File: src/rtl/hp_slot_pkg.sv
package hp_slot_pkg;
  localparam int REG_W    = 16;
  localparam int EV_N     = 4;
  localparam int CTL_W    = 10;
  localparam int STS_W    = 6;

  // event status / enable positions
  localparam int SB_BTN    = 0;
  localparam int SB_PFAULT = 1;
  localparam int SB_PDC    = 2;
  localparam int SB_CMD    = 3;
  localparam int CB_LOCK_T = 10;

  localparam logic [1:0] IND_ON    = 2'b01;
  localparam logic [1:0] IND_BLINK = 2'b10;
  localparam logic [1:0] IND_OFF   = 2'b11;

  typedef struct packed {
    logic            pwr_off;   // [9]
    logic [1:0]      pwr_ind;   // [8:7]
    logic [1:0]      attn_ind;  // [6:5]
    logic            hp_ie;     // [4]
    logic [EV_N-1:0] ev_en;     // [3:0]
  } slot_ctl_t;

  typedef struct packed {
    logic            lock;      // [5]
    logic            pres;      // [4]
    logic [EV_N-1:0] ev;        // [3:0]
  } slot_sts_t;
endpackage

File: src/rtl/hp_slot_regs.sv
module hp_slot_regs
  import hp_slot_pkg::*;
#(
  parameter bit HAS_PWR_CTL  = 1'b1,
  parameter bit POP_AT_RESET = 1'b0
) (
  input  logic             clk,
  input  logic             rst_n,
  input  logic             reg_wr,
  input  logic             reg_sel,
  input  logic [1:0]       reg_be,
  input  logic [REG_W-1:0] reg_wdata,
  output logic [REG_W-1:0] reg_rdata,
  input  logic             ev_btn,
  input  logic             ev_pfault,
  input  logic             ev_add,
  input  logic             ev_remove,
  output slot_ctl_t        ctl_q,
  output slot_sts_t        sts_q,
  output logic             quiet_upd,
  output logic             detach_req,
  output logic             add_busy
);
  localparam logic [CTL_W-1:0] CTL_WMASK = HAS_PWR_CTL ? 10'h3FF : 10'h1FF;
  localparam logic             RST_PWR_OFF = HAS_PWR_CTL && !POP_AT_RESET;
  localparam logic [1:0]       RST_PWR_IND = !HAS_PWR_CTL ? 2'b00 :
                                             (POP_AT_RESET ? IND_ON : IND_OFF);
  localparam slot_ctl_t CTL_RST = '{pwr_off: RST_PWR_OFF, pwr_ind: RST_PWR_IND,
                                    attn_ind: IND_OFF, hp_ie: 1'b0, ev_en: '0};
  localparam slot_sts_t STS_RST = '{lock: 1'b0, pres: POP_AT_RESET, ev: '0};

  logic             ctl_wr, sts_wr, lock_tgl, add_ok;
  logic [REG_W-1:0] bmask;
  logic [CTL_W-1:0] wr_bits;
  slot_ctl_t        ctl_d;
  slot_sts_t        sts_d;
  logic [EV_N-1:0]  ev_set, ev_clr;
  logic             detach_d, busy_d, quiet_d;

  // byte lane mask
  for (genvar b = 0; b < REG_W / 8; b++) begin : g_lane
    assign bmask[b*8 +: 8] = {8{reg_be[b]}};
  end

  always_comb begin
    ctl_wr   = reg_wr && !reg_sel && (|reg_be);
    sts_wr   = reg_wr &&  reg_sel && (|reg_be);
    wr_bits  = bmask[CTL_W-1:0] & CTL_WMASK;
    ctl_d    = ctl_q;
    if (ctl_wr) begin
      ctl_d = slot_ctl_t'((ctl_q & ~wr_bits) | (reg_wdata[CTL_W-1:0] & wr_bits));
    end
    lock_tgl = ctl_wr && reg_be[1] && reg_wdata[CB_LOCK_T];
    detach_d = ctl_wr && reg_be[1] && sts_q.pres && ctl_d.pwr_off &&
               (ctl_d.pwr_ind == IND_OFF);
    add_ok   = ev_add && !sts_q.lock;
    busy_d   = ev_add &&  sts_q.lock;

    ev_set           = '0;
    ev_set[SB_BTN]    = ev_btn || ev_remove || add_ok;
    ev_set[SB_PFAULT] = ev_pfault;
    ev_set[SB_PDC]    = add_ok || detach_d;
    ev_set[SB_CMD]    = ctl_wr;
    ev_clr           = sts_wr ? (reg_wdata[EV_N-1:0] & bmask[EV_N-1:0]) : '0;

    sts_d      = sts_q;
    sts_d.ev   = (sts_q.ev & ~ev_clr) | ev_set;
    sts_d.lock = sts_q.lock ^ lock_tgl;
    if (add_ok) begin
      sts_d.pres = 1'b1;
    end else if (detach_d) begin
      sts_d.pres = 1'b0;
    end
    quiet_d = sts_wr && !(|ev_set);
  end

  always_ff @(posedge clk or negedge rst_n) begin
    if (!rst_n) begin
      ctl_q      <= CTL_RST;
      sts_q      <= STS_RST;
      quiet_upd  <= 1'b0;
      detach_req <= 1'b0;
      add_busy   <= 1'b0;
    end else begin
      ctl_q      <= ctl_d;
      sts_q      <= sts_d;
      quiet_upd  <= quiet_d;
      detach_req <= detach_d;
      add_busy   <= busy_d;
    end
  end

  always_comb begin
    reg_rdata = '0;
    if (reg_sel) reg_rdata[STS_W-1:0] = sts_q;
    else         reg_rdata[CTL_W-1:0] = ctl_q;
  end

  AST_CMD_DONE: assert property (@(posedge clk) disable iff (!rst_n)
    ctl_wr |=> sts_q.ev[SB_CMD]);
  AST_LOCK_TOGGLE: assert property (@(posedge clk) disable iff (!rst_n)
    lock_tgl |=> (sts_q.lock != $past(sts_q.lock)));
  AST_DETACH_EFFECT: assert property (@(posedge clk) disable iff (!rst_n)
    (detach_req && !$past(ev_add)) |-> (!sts_q.pres && sts_q.ev[SB_PDC]));
  AST_BUSY_LOCKED: assert property (@(posedge clk) disable iff (!rst_n)
    add_busy |-> $past(sts_q.lock));
endmodule

File: src/rtl/hp_slot_notify.sv
module hp_slot_notify
  import hp_slot_pkg::*;
#(
  parameter int VEC_W = 5
) (
  input  logic             clk,
  input  logic             rst_n,
  input  slot_ctl_t        ctl_q,
  input  slot_sts_t        sts_q,
  input  logic             quiet_upd,
  input  logic             msg_mode,
  input  logic [VEC_W-1:0] msg_vec,
  output logic             irq_pulse,
  output logic [VEC_W-1:0] irq_vec,
  output logic             irq_level
);
  logic             pend_now, pend_q, fire;
  logic             level_d;
  logic [VEC_W-1:0] vec_d;

  always_comb begin
    pend_now = ctl_q.hp_ie && (|(sts_q.ev & ctl_q.ev_en));
    fire     = (pend_now != pend_q) && !quiet_upd && msg_mode;
    vec_d    = fire ? msg_vec : irq_vec;
    level_d  = msg_mode ? irq_level : pend_now;
  end

  always_ff @(posedge clk or negedge rst_n) begin
    if (!rst_n) begin
      pend_q    <= 1'b0;
      irq_pulse <= 1'b0;
      irq_vec   <= '0;
      irq_level <= 1'b0;
    end else begin
      pend_q    <= pend_now;
      irq_pulse <= fire;
      irq_vec   <= vec_d;
      irq_level <= level_d;
    end
  end

  AST_PULSE_MSG: assert property (@(posedge clk) disable iff (!rst_n)
    irq_pulse |-> $past(msg_mode));
  AST_QUIET_NO_PULSE: assert property (@(posedge clk) disable iff (!rst_n)
    $past(quiet_upd) |-> !irq_pulse);
  AST_LEVEL_IDLE: assert property (@(posedge clk) disable iff (!rst_n)
    (!$past(msg_mode) && !$past(ctl_q.hp_ie)) |-> !irq_level);
endmodule

File: src/rtl/hp_slot_ctrl.sv
module hp_slot_ctrl
  import hp_slot_pkg::*;
#(
  parameter bit HAS_PWR_CTL  = 1'b1,
  parameter bit POP_AT_RESET = 1'b0,
  parameter int VEC_W        = 5
) (
  input  logic             clk,
  input  logic             rst_n,
  input  logic             reg_wr,
  input  logic             reg_sel,
  input  logic [1:0]       reg_be,
  input  logic [15:0]      reg_wdata,
  output logic [15:0]      reg_rdata,
  input  logic             ev_btn,
  input  logic             ev_pfault,
  input  logic             ev_add,
  input  logic             ev_remove,
  output logic             add_busy,
  input  logic             msg_mode,
  input  logic [VEC_W-1:0] msg_vec,
  output logic             irq_pulse,
  output logic [VEC_W-1:0] irq_vec,
  output logic             irq_level,
  output logic             detach_req
);
  slot_ctl_t ctl_q;
  slot_sts_t sts_q;
  logic      quiet_upd;

  hp_slot_regs #(
    .HAS_PWR_CTL (HAS_PWR_CTL),
    .POP_AT_RESET(POP_AT_RESET)
  ) u_regs (
    .clk       (clk),
    .rst_n     (rst_n),
    .reg_wr    (reg_wr),
    .reg_sel   (reg_sel),
    .reg_be    (reg_be),
    .reg_wdata (reg_wdata),
    .reg_rdata (reg_rdata),
    .ev_btn    (ev_btn),
    .ev_pfault (ev_pfault),
    .ev_add    (ev_add),
    .ev_remove (ev_remove),
    .ctl_q     (ctl_q),
    .sts_q     (sts_q),
    .quiet_upd (quiet_upd),
    .detach_req(detach_req),
    .add_busy  (add_busy)
  );

  hp_slot_notify #(
    .VEC_W(VEC_W)
  ) u_notify (
    .clk      (clk),
    .rst_n    (rst_n),
    .ctl_q    (ctl_q),
    .sts_q    (sts_q),
    .quiet_upd(quiet_upd),
    .msg_mode (msg_mode),
    .msg_vec  (msg_vec),
    .irq_pulse(irq_pulse),
    .irq_vec  (irq_vec),
    .irq_level(irq_level)
  );
endmodule

File: config.mk
export PLATFORM = sky130hd
export DESIGN_NAME = hp_slot_ctrl
export DESIGN_NICKNAME = d
export VERILOG_FILES = /design/src/rtl/hp_slot_pkg.sv /design/src/rtl/hp_slot_regs.sv /design/src/rtl/hp_slot_notify.sv /design/src/rtl/hp_slot_ctrl.sv
export SDC_FILE = /design/constraint.sdc
export NUM_CORES = 1
export LEC_CHECK = 0
export BUFFER_PORTS_ARGS = -buffer_cell sky130_fd_sc_hd__buf_2
export CORE_ASPECT_RATIO = 0.8
export CORE_UTILIZATION = 30
export DETAILED_ROUTE_END_ITERATION = 8
export SYNTH_ARGS = -nofsm -noshare
export SYNTH_HDL_FRONTEND = slang
export SYNTH_SLANG_ARGS = --single-unit
File: constraint.sdc
create_clock -name clk -period 1.7 [get_ports clk]
set_input_delay 0.34 -clock clk [delete_from_list [all_inputs] [get_ports clk]]
set_output_delay 0.34 -clock clk [all_outputs]
set_load 0.05 [all_outputs]
==> results.txt <==
Die ar. - 0.004731 mm2
Area growth, synth to finish - 23.48%
total power - 2.257 mW
final instance area - 0.001652 mm2
Worst path slowest cell - mux2_2
RSZ-0062 raised after global routing - false
via count - 980
largest net degree at the start of global routing - 28
H-tree depth - 1
fin. max-slew vios - 0
Mapped Cells - 116
f_max - 639.5 MHz
grt ovf - 0
multiplexer share of the synthesized area - 0.1338
final core occ - 0.3904
Worst Path Buf+Inv - 2
reg-to-reg endpoint - u_notify.irq_vec[3]
ANT nets after route - 0
Setup-failing EPs final - 0
Synth Area per Inst - 11.53 um2
Setup CP Type - in -> out
Clk pin slew, worst setup/hold paths - 0.09 ns
Final nets - 196
CTS tree - built
crit path from - reg_sel
delay-heaviest family, CP - buffers and inverters
register area share after synthesis - 0.5098
WP depth - 3
VDD IR-drop max - 618.0 uV
number of remaining DRC errors - 0
root buffer cell - clkbuf_8
Die W - 76.65 um
count of different cell masters after synthesis - 36
Port Buffers - 45
Final min period - 1.564 ns
Synth Area in Compound Gates - 0.09822
Post-Synth XOR/XNOR Area - 0.01310
total global-route track usage - 0.1281
Inserted Clock Buffers - 3
Final Worst Setup Slack - 0.1362 ns
Setup WS pre-CTS - 0.1279 ns
Cell Area, Synth - 0.001338 mm2
Post-DP Area - 0.001607 mm2
Clock Path Buffers - 2
adder-cell share of the synthesized area - 0
DR vias/cell - 4.455
relative max-transition margin - 0.6011
post-synth top area share - 0.4116
PostCTS Resize Cnt - 0
Worst Reg-to-Reg Cells - 4
largest family of logic cells by synthesized area - simple AND/OR/NAND/NOR gates
core area - 0.004230 mm2
Clock Skew - 0.003063 ns
first-pass iteration count of the detailed router - 4
Starting Density - 0.3162
Post-CTS Setup Bufs - 0
vias in the first global route - 1036
critical path's largest stage delay - 0.38 ns
crit path DAT - 1.22 ns
wire per inst - 12.35 um
layout cell share with drive strength beyond 1 - 0.4724
Max-Cap Viols - 0
Hold Crit Class - in -> async
Slew @ Worst Pin - 0.5983 ns
Critical Path End - reg_rdata[2]
worst path cell trace - buf_2 > mux2_2 > buf_2
first-pass GRT wire length - 4692 um
crit start category - input port
diode count - 0
flop-to-flop setup slack - 0.24 ns
Worst-Skew Late Latency - 0.27 ns
outcome - finished clean
DRT Wirelength - 2718 um
most frequent cell on the critical path - buf_2
Placer Congestion - 0.8053
IO Count - 57
Hold Buf Count CTS - 0
Final HPWL DP - 2120 um
Fin. Hold Viols - 0
Critical Path Fanout Max - 16
Post-Synth Simple-Gate Area - 0.1684
top cells by area, synth - dfrtp_1, mux2_2, dfstp_2, nor2b_1, buf_4
YS warnings - 0
LEAKAGE - 0.8093 nW
power per cell area - 1367 mW/mm2
Die Height - 61.72 um
DR iter-0 viols - 11
# clock sinks - 27
CP required - 1.36 ns
post-synthesis register bit count - 27
Critical R2R Launch - u_regs.quiet_upd
fill count - 415
Cell Rows - 21
crit share post-route - 0.9199
Yosys top cell by area - dfrtp_1
Crit. End Element - output pin
initial antenna violation count - 0
[logic make-up after synthesis]
family | Yosys count
AO/OA/AOI/OAI | 16
XOR/XNOR | 2
buffers and inverters | 18
flip-flops | 27
multiplexers | 16
other | 1
AND/OR/NAND/NOR | 36
[final cells by class]
class | count | area (um2) | area share
tap | 57 | 71.32 | 0.04318
multi-input combinational | 76 | 579.3 | 0.3508
timing repair buffer | 47 | 240.2 | 0.1455
clock buffer | 4 | 45.04 | 0.02727
inverter | 9 | 33.78 | 0.02045
sequential | 27 | 681.9 | 0.4129
[synth_stat cells, drive strengths merged]
cell type,count
a2111o,1
a211o,1
a21o,2
a21oi,2
a22oi,2
and2,1
and3,1
and4bb,1
buf,8
clkbuf,1
conb,1
dfrtp,22
dfstp,5
inv,9
mux2,15
mux2i,1
nand2,5
nand2b,1
nand3,7
nand3b,2
nand4,1
nor2,3
nor2b,11
nor3,1
nor4bb,1
o21a,1
o21ai,1
o21bai,1
o31ai,5
or3,1
xnor2,1
xor2,1
[worst min path at each step]
stage | slack, ns | startpoint | to | cells past startpoint
after floorplan | 0.04 | rst_n | asynchronous set/reset pin | 0
after global placement | 0.37 | rst_n | asynchronous set/reset pin | 1
after detailed placement | 0.39 | rst_n | asynchronous set/reset pin | 1
after CTS | 0.09 | rst_n | asynchronous set/reset pin | 1
after global routing | 0.1 | rst_n | asynchronous set/reset pin | 1
final | 0.07 | rst_n | u_notify.irq_pulse | 1
[metal layers]
metal / up-vias / share of wire / GRT usage
met5: - / 0 / 0
met4: 0 / 0 / 0.008242
met3: 0 / 0.065 / 0.04234
met2: 35 / 0.46 / 0.2420
met1: 463 / 0.48 / 0.1527
li1: 482 / - / -
[metrics by stage]
step | setup TNS (ns) | instances | hold WS (ns)
final | 0 | 220 | 0.07322
after global routing | 0 | 220 | 0.09794
after CTS | 0 | 220 | 0.08971
after detailed placement | 0 | 216 | 0.3860
after global placement | 0 | 216 | 0.3697
after floorplan | -0.04516 | 121 | 0.04441
[report_power, final]
| group | switching [mW] | internal (mW) |
|---|---|---|
| Sequential | 0.0919 | 0.811 |
| Clock | 0.187 | 0.168 |
| Combinational | 0.691 | 0.308 |
| Total | 0.970 | 1.29 |
[cells in the final DEF, fill, tap and decap left out, types with 2 or more instances in the layout]
cell and n:
dfrtp_1 22, mux2_2 15, a22oi_2 2, buf_2 45, buf_4 2, nor2_1 3
clkbuf_8 3, a21o_1 2, nand3_1 7, conb_1 6, inv_1 9, dfstp_2 5
nor2b_1 11, nand2_1 5, o31ai_1 5
Note: power is estimated with default switching activity, not from simulation.
